**config.mk**
```make
export PLATFORM = sky130hd
export DESIGN_NAME = ext_irq_unit
export DESIGN_NICKNAME = d
export VERILOG_FILES = /design/src/rtl/irq_pkg.sv /design/src/rtl/irq_sync.sv /design/src/rtl/irq_noise_filter.sv /design/src/rtl/irq_channel.sv /design/src/rtl/irq_arbiter.sv /design/src/rtl/ext_irq_unit.sv
export SDC_FILE = /design/constraint.sdc
export NUM_CORES = 1
export LEC_CHECK = 0
export ABC_AREA = 1
export BUFFER_PORTS_ARGS = -buffer_cell sky130_fd_sc_hd__buf_2
export CORE_ASPECT_RATIO = 2
export CORE_MARGIN = 4
export CORE_UTILIZATION = 46
export CTS_BUF_LIST = sky130_fd_sc_hd__clkbuf_8 sky130_fd_sc_hd__clkbuf_16
export CTS_CLUSTER_SIZE = 24
export DETAILED_ROUTE_END_ITERATION = 16
export PLACE_DENSITY_LB_ADDON = 0.15
export SYNTH_ARGS = -nofsm -noshare
export SYNTH_HDL_FRONTEND = slang
export SYNTH_HIERARCHICAL = 1
export SYNTH_SLANG_ARGS = --single-unit
```
**constraint.sdc**
```tcl
create_clock -name clk -period 1.61 [get_ports clk]
set_input_delay 0.0805 -clock clk [delete_from_list [all_inputs] [get_ports clk]]
set_output_delay 0.0805 -clock clk [all_outputs]
set_load 0.05 [all_outputs]
```
**src/rtl/irq_pkg.sv**
```systemverilog
package irq_pkg;

  typedef enum logic [2:0] {
    TRG_OFF  = 3'd0,
    TRG_RISE = 3'd1,
    TRG_FALL = 3'd2,
    TRG_BOTH = 3'd3,
    TRG_HIGH = 3'd4,
    TRG_LOW  = 3'd5
  } trig_e;

  localparam int unsigned NUM_SRC    = 4;
  localparam int unsigned MODE_W     = 3;
  localparam int unsigned VEC_W      = 8;
  localparam int unsigned VEC_BASE   = 3;
  localparam int unsigned VEC_STRIDE = 8;

  // Map a requested trigger code to the one the channel can honour.
  function automatic logic [MODE_W-1:0] legal_mode(input logic [MODE_W-1:0] m,
                                                   input logic lvl_ok,
                                                   input logic both_ok);
    logic [MODE_W-1:0] r;
    case (m)
      TRG_RISE, TRG_FALL: r = m;
      TRG_BOTH:           r = both_ok ? m : TRG_OFF;
      TRG_HIGH, TRG_LOW:  r = lvl_ok ? m : TRG_OFF;
      default:            r = TRG_OFF;
    endcase
    return r;
  endfunction

  function automatic logic [VEC_W-1:0] vec_of(input int unsigned idx);
    return VEC_W'(VEC_BASE + VEC_STRIDE * idx);
  endfunction

endpackage

```
**src/rtl/irq_sync.sv**
```systemverilog
module irq_sync #(
  parameter int unsigned STAGES = 2
) (
  input  logic clk,
  input  logic rst_n,
  input  logic d,
  output logic q
);
  logic [STAGES-1:0] sh_q;
  logic [STAGES-1:0] sh_d;

  always_comb begin
    sh_d = {sh_q[STAGES-2:0], d};
  end

  always_ff @(posedge clk or negedge rst_n) begin
    if (!rst_n) sh_q <= '0;
    else        sh_q <= sh_d;
  end

  assign q = sh_q[STAGES-1];
endmodule

```
**src/rtl/irq_noise_filter.sv**
```systemverilog
module irq_noise_filter #(
  parameter int unsigned DIV_MID  = 16,
  parameter int unsigned DIV_SLOW = 64
) (
  input  logic       clk,
  input  logic       rst_n,
  input  logic       cyc_tick,
  input  logic [1:0] sel,
  input  logic       din,
  output logic       dout,
  output logic       samp_en
);
  localparam int unsigned CNT_W = (DIV_SLOW > 1) ? $clog2(DIV_SLOW) : 1;

  logic [CNT_W-1:0] cnt_q, cnt_d;
  logic [CNT_W-1:0] lim;
  logic             last_q, last_d;
  logic             out_q, out_d;
  logic             wrap;

  always_comb begin
    case (sel)
      2'd0:    lim = '0;
      2'd1:    lim = CNT_W'(DIV_MID - 1);
      default: lim = CNT_W'(DIV_SLOW - 1);
    endcase
    wrap    = (cnt_q >= lim);
    samp_en = cyc_tick && wrap;
    cnt_d   = cnt_q;
    if (cyc_tick) cnt_d = wrap ? '0 : cnt_q + 1'b1;
    last_d  = last_q;
    out_d   = out_q;
    if (samp_en) begin
      last_d = din;
      if ((din == last_q) && (din != out_q)) out_d = din;
    end
  end

  always_ff @(posedge clk or negedge rst_n) begin
    if (!rst_n) begin
      cnt_q  <= '0;
      last_q <= 1'b0;
      out_q  <= 1'b0;
    end else begin
      cnt_q  <= cnt_d;
      last_q <= last_d;
      out_q  <= out_d;
    end
  end

  assign dout = out_q;
endmodule

```
**src/rtl/irq_channel.sv**
```systemverilog
module irq_channel
  import irq_pkg::*;
(
  input  logic              clk,
  input  logic              rst_n,
  input  logic              din,
  input  logic [MODE_W-1:0] mode,
  input  logic              en,
  input  logic              clr,
  output logic              pend,
  output logic              req
);
  logic prev_q;
  logic pend_q, pend_d;
  logic rise, fall, hit, is_level, lvl_hit;

  always_comb begin
    rise     = din & ~prev_q;
    fall     = ~din & prev_q;
    is_level = (mode == TRG_HIGH) || (mode == TRG_LOW);
    lvl_hit  = ((mode == TRG_HIGH) && din) || ((mode == TRG_LOW) && !din);
    hit      = ((mode == TRG_RISE) && rise) ||
               ((mode == TRG_FALL) && fall) ||
               ((mode == TRG_BOTH) && (rise || fall));
    if (is_level)  pend_d = 1'b0;
    else if (hit)  pend_d = 1'b1;
    else if (clr)  pend_d = 1'b0;
    else           pend_d = pend_q;
    pend = is_level ? lvl_hit : pend_q;
    req  = pend & en;
  end

  always_ff @(posedge clk or negedge rst_n) begin
    if (!rst_n) begin
      prev_q <= 1'b0;
      pend_q <= 1'b0;
    end else begin
      prev_q <= din;
      pend_q <= pend_d;
    end
  end
endmodule

```
**src/rtl/irq_arbiter.sv**
```systemverilog
module irq_arbiter
  import irq_pkg::*;
#(
  parameter int unsigned N = 4
) (
  input  logic [N-1:0]         req,
  output logic                 valid,
  output logic [$clog2(N)-1:0] idx,
  output logic [VEC_W-1:0]     vec
);
  localparam int unsigned IDX_W = $clog2(N);

  always_comb begin
    valid = 1'b0;
    idx   = '0;
    for (int i = N - 1; i >= 0; i--) begin
      if (req[i]) begin
        valid = 1'b1;
        idx   = IDX_W'(i);
      end
    end
    vec = valid ? vec_of(int'(idx)) : '0;
  end
endmodule

```
**src/rtl/ext_irq_unit.sv**
```systemverilog
module ext_irq_unit
  import irq_pkg::*;
#(
  parameter int unsigned SYNC_STAGES = 2,
  parameter int unsigned DIV_MID     = 16,
  parameter int unsigned DIV_SLOW    = 64
) (
  input  logic                clk,
  input  logic                rst_n,
  input  logic                cyc_tick,
  input  logic [NUM_SRC-1:0]  irq_pin,
  input  logic                wr_en,
  input  logic [1:0]          wr_addr,
  input  logic [15:0]         wr_data,
  input  logic [1:0]          rd_addr,
  output logic [15:0]         rd_data,
  input  logic                ack,
  output logic                irq_valid,
  output logic [VEC_W-1:0]    irq_vec,
  output logic                tmr_evt
);
  localparam int unsigned IDX_W   = $clog2(NUM_SRC);
  localparam int unsigned MODES_W = NUM_SRC * MODE_W;
  localparam logic [1:0]  ADR_MODE = 2'd0;
  localparam logic [1:0]  ADR_EN   = 2'd1;
  localparam logic [1:0]  ADR_PEND = 2'd2;
  localparam logic [1:0]  ADR_FSEL = 2'd3;
  localparam int unsigned FILT_CH  = NUM_SRC - 1;

  logic [NUM_SRC-1:0][MODE_W-1:0] mode_q, mode_d;
  logic [NUM_SRC-1:0]             en_q, en_d;
  logic [1:0]                     fsel_q, fsel_d;
  logic [NUM_SRC-1:0]             pin_s, chan_in, clr_w, pend_w, req_w;
  logic                           filt_q, filt_prev_q, samp_en;
  logic [IDX_W-1:0]               win_idx;

  // register next state
  always_comb begin
    mode_d = mode_q;
    en_d   = en_q;
    fsel_d = fsel_q;
    if (wr_en) begin
      case (wr_addr)
        ADR_MODE: begin
          for (int i = 0; i < NUM_SRC; i++) begin
            mode_d[i] = legal_mode(wr_data[i*MODE_W +: MODE_W], (i < 2), (i >= 2));
          end
        end
        ADR_EN:   en_d   = wr_data[NUM_SRC-1:0];
        ADR_FSEL: fsel_d = wr_data[1:0];
        default:  ;
      endcase
    end
  end

  always_ff @(posedge clk or negedge rst_n) begin
    if (!rst_n) begin
      mode_q      <= '0;
      en_q        <= '0;
      fsel_q      <= '0;
      filt_prev_q <= 1'b0;
    end else begin
      mode_q      <= mode_d;
      en_q        <= en_d;
      fsel_q      <= fsel_d;
      filt_prev_q <= filt_q;
    end
  end

  always_comb begin
    case (rd_addr)
      ADR_MODE: rd_data = 16'(mode_q);
      ADR_EN:   rd_data = 16'(en_q);
      ADR_PEND: rd_data = 16'(pend_w);
      default:  rd_data = 16'(fsel_q);
    endcase
  end

  generate
    for (genvar g = 0; g < NUM_SRC; g++) begin : g_ch
      irq_sync #(.STAGES(SYNC_STAGES)) u_sync (
        .clk(clk), .rst_n(rst_n), .d(irq_pin[g]), .q(pin_s[g])
      );
      if (g == FILT_CH) begin : g_filt
        irq_noise_filter #(.DIV_MID(DIV_MID), .DIV_SLOW(DIV_SLOW)) u_filt (
          .clk(clk), .rst_n(rst_n), .cyc_tick(cyc_tick), .sel(fsel_q),
          .din(pin_s[g]), .dout(filt_q), .samp_en(samp_en)
        );
        assign chan_in[g] = filt_q;
      end else begin : g_direct
        assign chan_in[g] = pin_s[g];
      end
      assign clr_w[g] = (wr_en && (wr_addr == ADR_PEND) && wr_data[g]) ||
                        (ack && irq_valid && (win_idx == IDX_W'(g)));
      irq_channel u_chan (
        .clk(clk), .rst_n(rst_n), .din(chan_in[g]), .mode(mode_q[g]),
        .en(en_q[g]), .clr(clr_w[g]), .pend(pend_w[g]), .req(req_w[g])
      );
    end
  endgenerate

  irq_arbiter #(.N(NUM_SRC)) u_arb (
    .req(req_w), .valid(irq_valid), .idx(win_idx), .vec(irq_vec)
  );

  assign tmr_evt = filt_q & ~filt_prev_q;

  logic unused_w;
  assign unused_w = ^{wr_data[15:MODES_W]};
endmodule

```
# Yosys cells after proc, flatten, opt, wreduce, memory -nomap -nowiden
# Cells that the tools add are included.
[classes]
addsub = 2
mul = 0
n_div = 0
magnitude_cmp = 1
eq_ne = 45
shift = 0
n_mux = 32
n_bitwise = 20
reduce_logical = 76
[op_table]
columns = ["op", "n"]
rows = [
  ["3-bit by 2-bit == test with 1-bit output, second input constant", 14],
  ["3-bit == test, second input constant", 12],
  ["12-bit case mux with 3 select lines", 1],
  ["1-bit logical AND", 32],
  ["3-bit by 1-bit == test with 1-bit output, second input constant", 8],
  ["1-bit logical OR", 24],
  ["1-bit 2-to-1 mux", 20],
  ["1-bit bitwise AND", 12],
  ["3-bit 2-to-1 mux", 4],
  ["6-bit case mux with 2 select lines", 1],
  ["3-bit nonzero test", 4],
  ["2-bit == test, second input constant", 5],
  ["2-bit by 1-bit == test with 1-bit output, second input constant", 4],
  ["2-bit logical NOT", 4],
  ["2-bit 2-to-1 mux", 4],
  ["8-bit 2-to-1 mux", 1],
  ["1-bit NOT", 8],
  ["2-bit AND reduction", 4],
  ["4-bit OR reduction", 2],
  ["2-bit by 5-bit adder with 6-bit output, first input constant", 1],
  ["6-bit by 1-bit adder with 6-bit output, second input constant", 1],
  ["6-bit >= comparator", 1],
  ["6-bit 2-to-1 mux", 1],
  ["3-bit OR reduction", 2],
  ["3 further kinds", 6],
]
[word_totals]
ff_bits = 42
latch_bits = 0
mem_bits_rw = 0
rom_bits = 0
in_bits = 29
output_inout_bits = 26
elab_cells = 197
memories = 0

# Depth between registers and ports, before layout
[depth]
depth_word = 15
mapped_depth = 15
ltp_nobuf = 15

# Cells and area by module
# The synthesis kept the hierarchy.
[modules_own_cells]
columns = ["module", "n_inst", "cells_per_inst", "area_per_inst_um2", "seq_area_each_um2"]
rows = [
  ["ext_irq_unit", 1, 140, 1062.3, 475.5],
  ["irq_channel", 4, 30, 185.2, 50.0],
  ["irq_noise_filter", 1, 64, 551.8, 200.2],
  ["irq_sync", 4, 2, 50.0, 50.0],
  ["irq_arbiter", 1, 17, 91.3, 0.0],
]

# Least setup slack after synthesis
# OpenSTA, ideal clock, no wires.
[synth_timing]
path_type = "register to output"
start = "register g_ch[3].g_filt.u_filt.out_q"
end = "output irq_vec[4]"
arrival_time_ps = 1888
required_time_ps = 1529
setup_slack_ps = -359
path_stages_with_launch = 8
n_path_buf = 0
path_cell_list = "dfrtp_1 > inv_1 > nand2_1 > nand3_1 > nand2_2 > nor2_2 > nor2_1 > nor3_1"
[synth_via]
elab_chain_len = 11
elab_cells_between_ends = 16
classes_between = "1 x add/sub; 10 x mux; 1 x bitwise; 4 x reduce/logical"
[synth_lines]
columns = ["item", "line", "text"]
rows = [
  ["from (decl)", "irq_noise_filter.sv:18", "logic out_q, out_d;"],
  ["from (signal assigned)", "irq_noise_filter.sv:47", "out_q <= out_d;"],
  ["1-bit logical NOT", "irq_channel.sv:21", "lvl_hit = ((mode == TRG_HIGH) && din) || ((mode == TRG_LOW) && !din);"],
  ["1-bit logical AND", "irq_channel.sv:21", ""],
  ["1-bit logical OR (*)", "irq_channel.sv:21", ""],
  ["1-bit 2-to-1 mux (*)", "irq_channel.sv:29", "pend = is_level ? lvl_hit : pend_q;"],
  ["1-bit bitwise AND (*)", "irq_channel.sv:30", "req = pend & en;"],
  ["named net req_w[3]", "ext_irq_unit.sv:33", "logic [NUM_SRC-1:0] pin_s, chan_in, clr_w, pend_w, req_w;"],
  ["2-bit 2-to-1 mux (4 in series)", "irq_arbiter.sv:17", "if (req[i]) begin"],
  ["2-bit by 5-bit adder with 6-bit output", "irq_pkg.sv:33", "return VEC_W'(VEC_BASE + VEC_STRIDE * idx);"],
  ["8-bit 2-to-1 mux (*)", "irq_arbiter.sv:22", "vec = valid ? vec_of(int'(idx)) : '0;"],
  ["to (decl)", "ext_irq_unit.sv:19", "output logic [VEC_W-1:0] irq_vec,"],
]
# Mark *: on every way through the listed nets, which the timed path passes. The rest lies on a longest branch.

# Final worst setup path
[layout_timing]
start = "register mode_q[4] (netlist name)"
end = "output irq_vec[3]"
[layout_via]
elab_chain_len = 9
elab_cells_between_ends = 14
classes_between = "1 x add/sub; 2 x eq/ne; 6 x mux; 1 x bitwise; 4 x reduce/logical"
[layout_lines]
columns = ["item", "line", "text"]
rows = [
  ["from (decl)", "ext_irq_unit.sv:30", "logic [NUM_SRC-1:0][MODE_W-1:0] mode_q, mode_d;"],
  ["from (signal assigned)", "ext_irq_unit.sv:63", "mode_q <= mode_d;"],
  ["3-bit == test", "irq_channel.sv:20, irq_channel.sv:21", ""],
  ["1-bit logical AND", "irq_channel.sv:21", ""],
  ["1-bit logical OR", "irq_channel.sv:21", ""],
  ["1-bit 2-to-1 mux (*)", "irq_channel.sv:29", ""],
  ["1-bit bitwise AND (*)", "irq_channel.sv:30", ""],
  ["named net req_w[1]", "ext_irq_unit.sv:33", ""],
  ["2-bit 2-to-1 mux (2 in series)", "irq_arbiter.sv:17", ""],
  ["2-bit by 5-bit adder with 6-bit output", "irq_pkg.sv:33", ""],
  ["8-bit 2-to-1 mux (*)", "irq_arbiter.sv:22", ""],
]
# Marks and branches as above.

==> out/results.tsv <==
stage	metric	value	unit
yosys	most frequent cell after synthesis	nand2_1	
final_layout	final layout net count	491	
routing	Via Count	2424	
clock_network	clock sinks	43	
die	die area	7100	um^2
clock_network	Root Driver	clkbuf_8	
grt	overall routing resource usage	0.189	
routing	post-route ant nets	0	
yosys	register area share after synthesis	0.407	
yosys	simple-gate share of the synthesized area	0.299	
die	Initial Util	0.480	
routing	routed length per instance	11.8	um
final_layout	Fill cells	500	
yosys	largest family of logic cells by synthesized area	simple AND/OR/NAND/NOR gates	
yosys	average cell area after synthesis	7.58	um^2
yosys	Mapped Area	2650	um^2
yosys	Synth area leaders	dfrtp_1, nand2_1, inv_1, ha_1, nand3_1	
yosys	Synth Area in Compound Gates	0.0700	
sta	Worst-Margin Slew	538	ps
yosys	yosys warns	6	
yosys	Commonest cells post-synth	nand2_1, inv_1, dfrtp_1	
yosys	Post-Syn Instances	349	
final_layout	layout cells sized above 1	0.424	
yosys	Async S/R FF share, synth	1.00	
power	Leak	1.96	nW
routing	Vias/cell	4.74	
min_path	hold path depth	3	
min_path	Worst Hold End	mode_q[6]	
power	Cell Pwr Density	1210	nW/um^2
power	Worst VDD drop	1210	uV
sta	Max Transition Viols Final	0	
worst_setup_path	CP peak stage delay	410	ps
yosys	Top FF cell, synth	dfrtp_1	
sta	fin crit share	1.10	
yosys	Synth top area share	0.407	
sta	Finish-stage setup viols	9	
sta	crit path time final	1760	ps
worst_setup_path	CP Launch Type	register	
routing	TritonRoute pass-1 iters	4	
worst_setup_path	crit-path cells	nor2_4 -> inv_2 -> nand2_2 -> nand2_4 -> nor2_4 -> inv_2 -> buf_4 -> a21oi_2 -> buf_6	
clock_network	clock-pin transition on the worst setup and hold timing paths	80	ps
worst_setup_path	Worst R2R Start	mode_q[10]	
worst_setup_path	RR Endpoint	g_ch[2].u_chan/pend_q	
power	Final Power	4.41	mW
min_path	hold path startpoint	wr_data[6]	
sta	final hold vios	0	
yosys	Synth cell types	29	
worst_setup_path	Arrival @ worst endpoint	1680	ps
clock_network	CTS tree	yes	
worst_setup_path	FF-to-FF path depth	15	
yosys	number of synthesized flops with an enable pin	0	
clock_network	Skew-Pair Late Insertion Delay	300	ps
final_layout	ANT cells	0	
yosys	Synth Area in Adders	0.0567	
clock_network	Max Buffers Root-to-Sink	2	
yosys	Synth area leader	dfrtp_1	
worst_setup_path	crit-path max FO	4	
grt	vias in the first global route	2447	
die	Rows	38	
grt	largest net degree at the start of global routing	22	
run_status	failing checks	negative setup slack	
die	I/O pin total	55	
sta	unrepaired setup endpoints after global routing	true	
worst_setup_path	Worst R2R Setup Slack	-90	ps
grt	total grt overflow	0	
worst_setup_path	critical setup path kind	reg -> out	
routing	1st-iter DRT viols	90	
grt	first-pass GRT wire length	10.2	mm
min_path	HP Class	in -> reg	
worst_setup_path	CP endpoint kind	output pin	
routing	final wirelength	6.03	mm
routing	# DRC	0	
yosys	mux contribution to synthesized area	0	
placement	placed inst area	3140	um^2
run_status	outcome	complete, but fails checks	
sta	Worst Skew	2.29	ps
worst_setup_path	CP max-delay cell	dfrtp_1	
yosys	#FFs+latches synth	43	
clock_network	H-Tree Depth	2	
sta	fin worst setup slack	-155	ps
final_layout	Design Area, Final	3660	um^2
grt	initial antenna violation count	0	
die	Die Height	115	um
final_layout	area added between synthesis and finish	38.2	%
sta	slew margin rel.	0.640	
clock_network	CTS Buf Count	5	
worst_setup_path	Worst Path Required	1530	ps
yosys	xor/xnor share of the synthesized area	0.0132	
die	total core area	5520	um^2
placement	Placer Congestion	0.789	
run	Max-Cap Viols	0	
placement	IO Port Bufs	42	
placement	DP Wirelength	4.37	mm
sta	Fmax	0.567	GHz
die	Die Width	61.6	um
==> flip-flops by register name (all words and copies together) (netlist names) <==
register                   flops
en_q                           4
g_ch.g_filt.u_filt/dout        1
mode_q                        12
g_ch.g_filt.u_filt/cnt_q       6
g_ch.g_filt.u_filt/last_q      1
g_ch.u_chan/prev_q             4
fsel_q                         2
filt_prev_q                    1
g_ch.u_chan/pend_q             4
g_ch.u_sync/sh_q               8
==> layer usage <==
layer	up-vias	track usage	wire length, um
met1	1137	0.192	2070
met4	0	0.0850	194
met5	-	0	0
met3	13	0.0348	215
li1	1234	-	-
met2	40	0.352	3550
==> worst max path at each step <==
stage / cells past startpoint / endpoint / slack (ps) / from
final: 9 / irq_vec[3] / -150 / mode_q[4]
after CTS: 10 / irq_vec[3] / -110 / mode_q[5]
after detailed placement: 13 / g_ch[0].u_chan/pend_q / -120 / mode_q[10]
after global placement: 15 / g_ch[0].u_chan/pend_q / -70 / mode_q[7]
after floorplan: 14 / g_ch[3].u_chan/pend_q / -10 / mode_q[1]
after global routing: 15 / g_ch[2].u_chan/pend_q / -260 / mode_q[10]
==> layout by cell type, fill, tap and decap left out, types with 10 or more instances in the layout <==
cell	synthesis	routed
nand2_2	10	11
buf_2	2	33
buf_6	2	10
nand2_1	82	77
dfrtp_1	43	43
buf_4	10	51
nor2_1	27	25
inv_2	8	21
ha_1	12	12
nand3_2	1	12
nand3_1	29	18
o21ai_2	10	13
inv_1	62	50
==> power by group <==
group          internal [mW]  switching (mW)  total, mW
logic                  0.950            1.37       2.32
registers               1.28           0.157       1.44
clock network          0.292           0.359      0.651
==> critical path, delay by kind of cell (launching register included) <==
family          cells  cell delay (ps)
compound gates      1              130
simple gates        4              420
flops               1              410
buf+inv             4              430
==> logic make-up (layout without fill, tap and decap cells) <==
| group | after synthesis | in the layout |
|---|---|---|
| buf+inv | 88 | 184 |
| other cells | 2 | 8 |
| fa+ha+maj | 12 | 12 |
| compound gates | 29 | 29 |
| simple gates | 171 | 171 |
| flops | 43 | 43 |
| xor+xnor | 4 | 4 |
==> stage by stage <==
step	hold slack, ps	cells	setup slack, ps	TNS, ps	utilization
2_1_floorplan	-215	355	-13.1	-32.3	-
3_3_place_gp	-7.40	479	-65.9	-151	0.569
3_5_place_dp	-7.37	479	-119	-252	0.569
4_1_cts	22.0	504	-109	-714	0.629
5_1_grt	19.8	511	-263	-2030	0.663
6_report	34.0	511	-155	-835	0.663
==> what timing repair did <==
action                     in CTS  in global routing
hold buffers                    5                  0
resized for setup              37                 41
setup endpoints to repair      11                 20
pin swaps                      20                 18
buffers inserted               12                  7
hold endpoints to repair       19                  0
==> layout make-up <==
class	instances	area [um^2]	area share
multi-input cells	224	1370	0.375
flip-flops and latches	43	1080	0.294
repair buffers	103	771	0.211
inverters	73	282	0.0770
well taps	60	75.1	0.0205
clock buffers	5	68.8	0.0188
clock inverters	3	12.5	0.00342
Note: power is estimated with default switching activity, not from simulation.
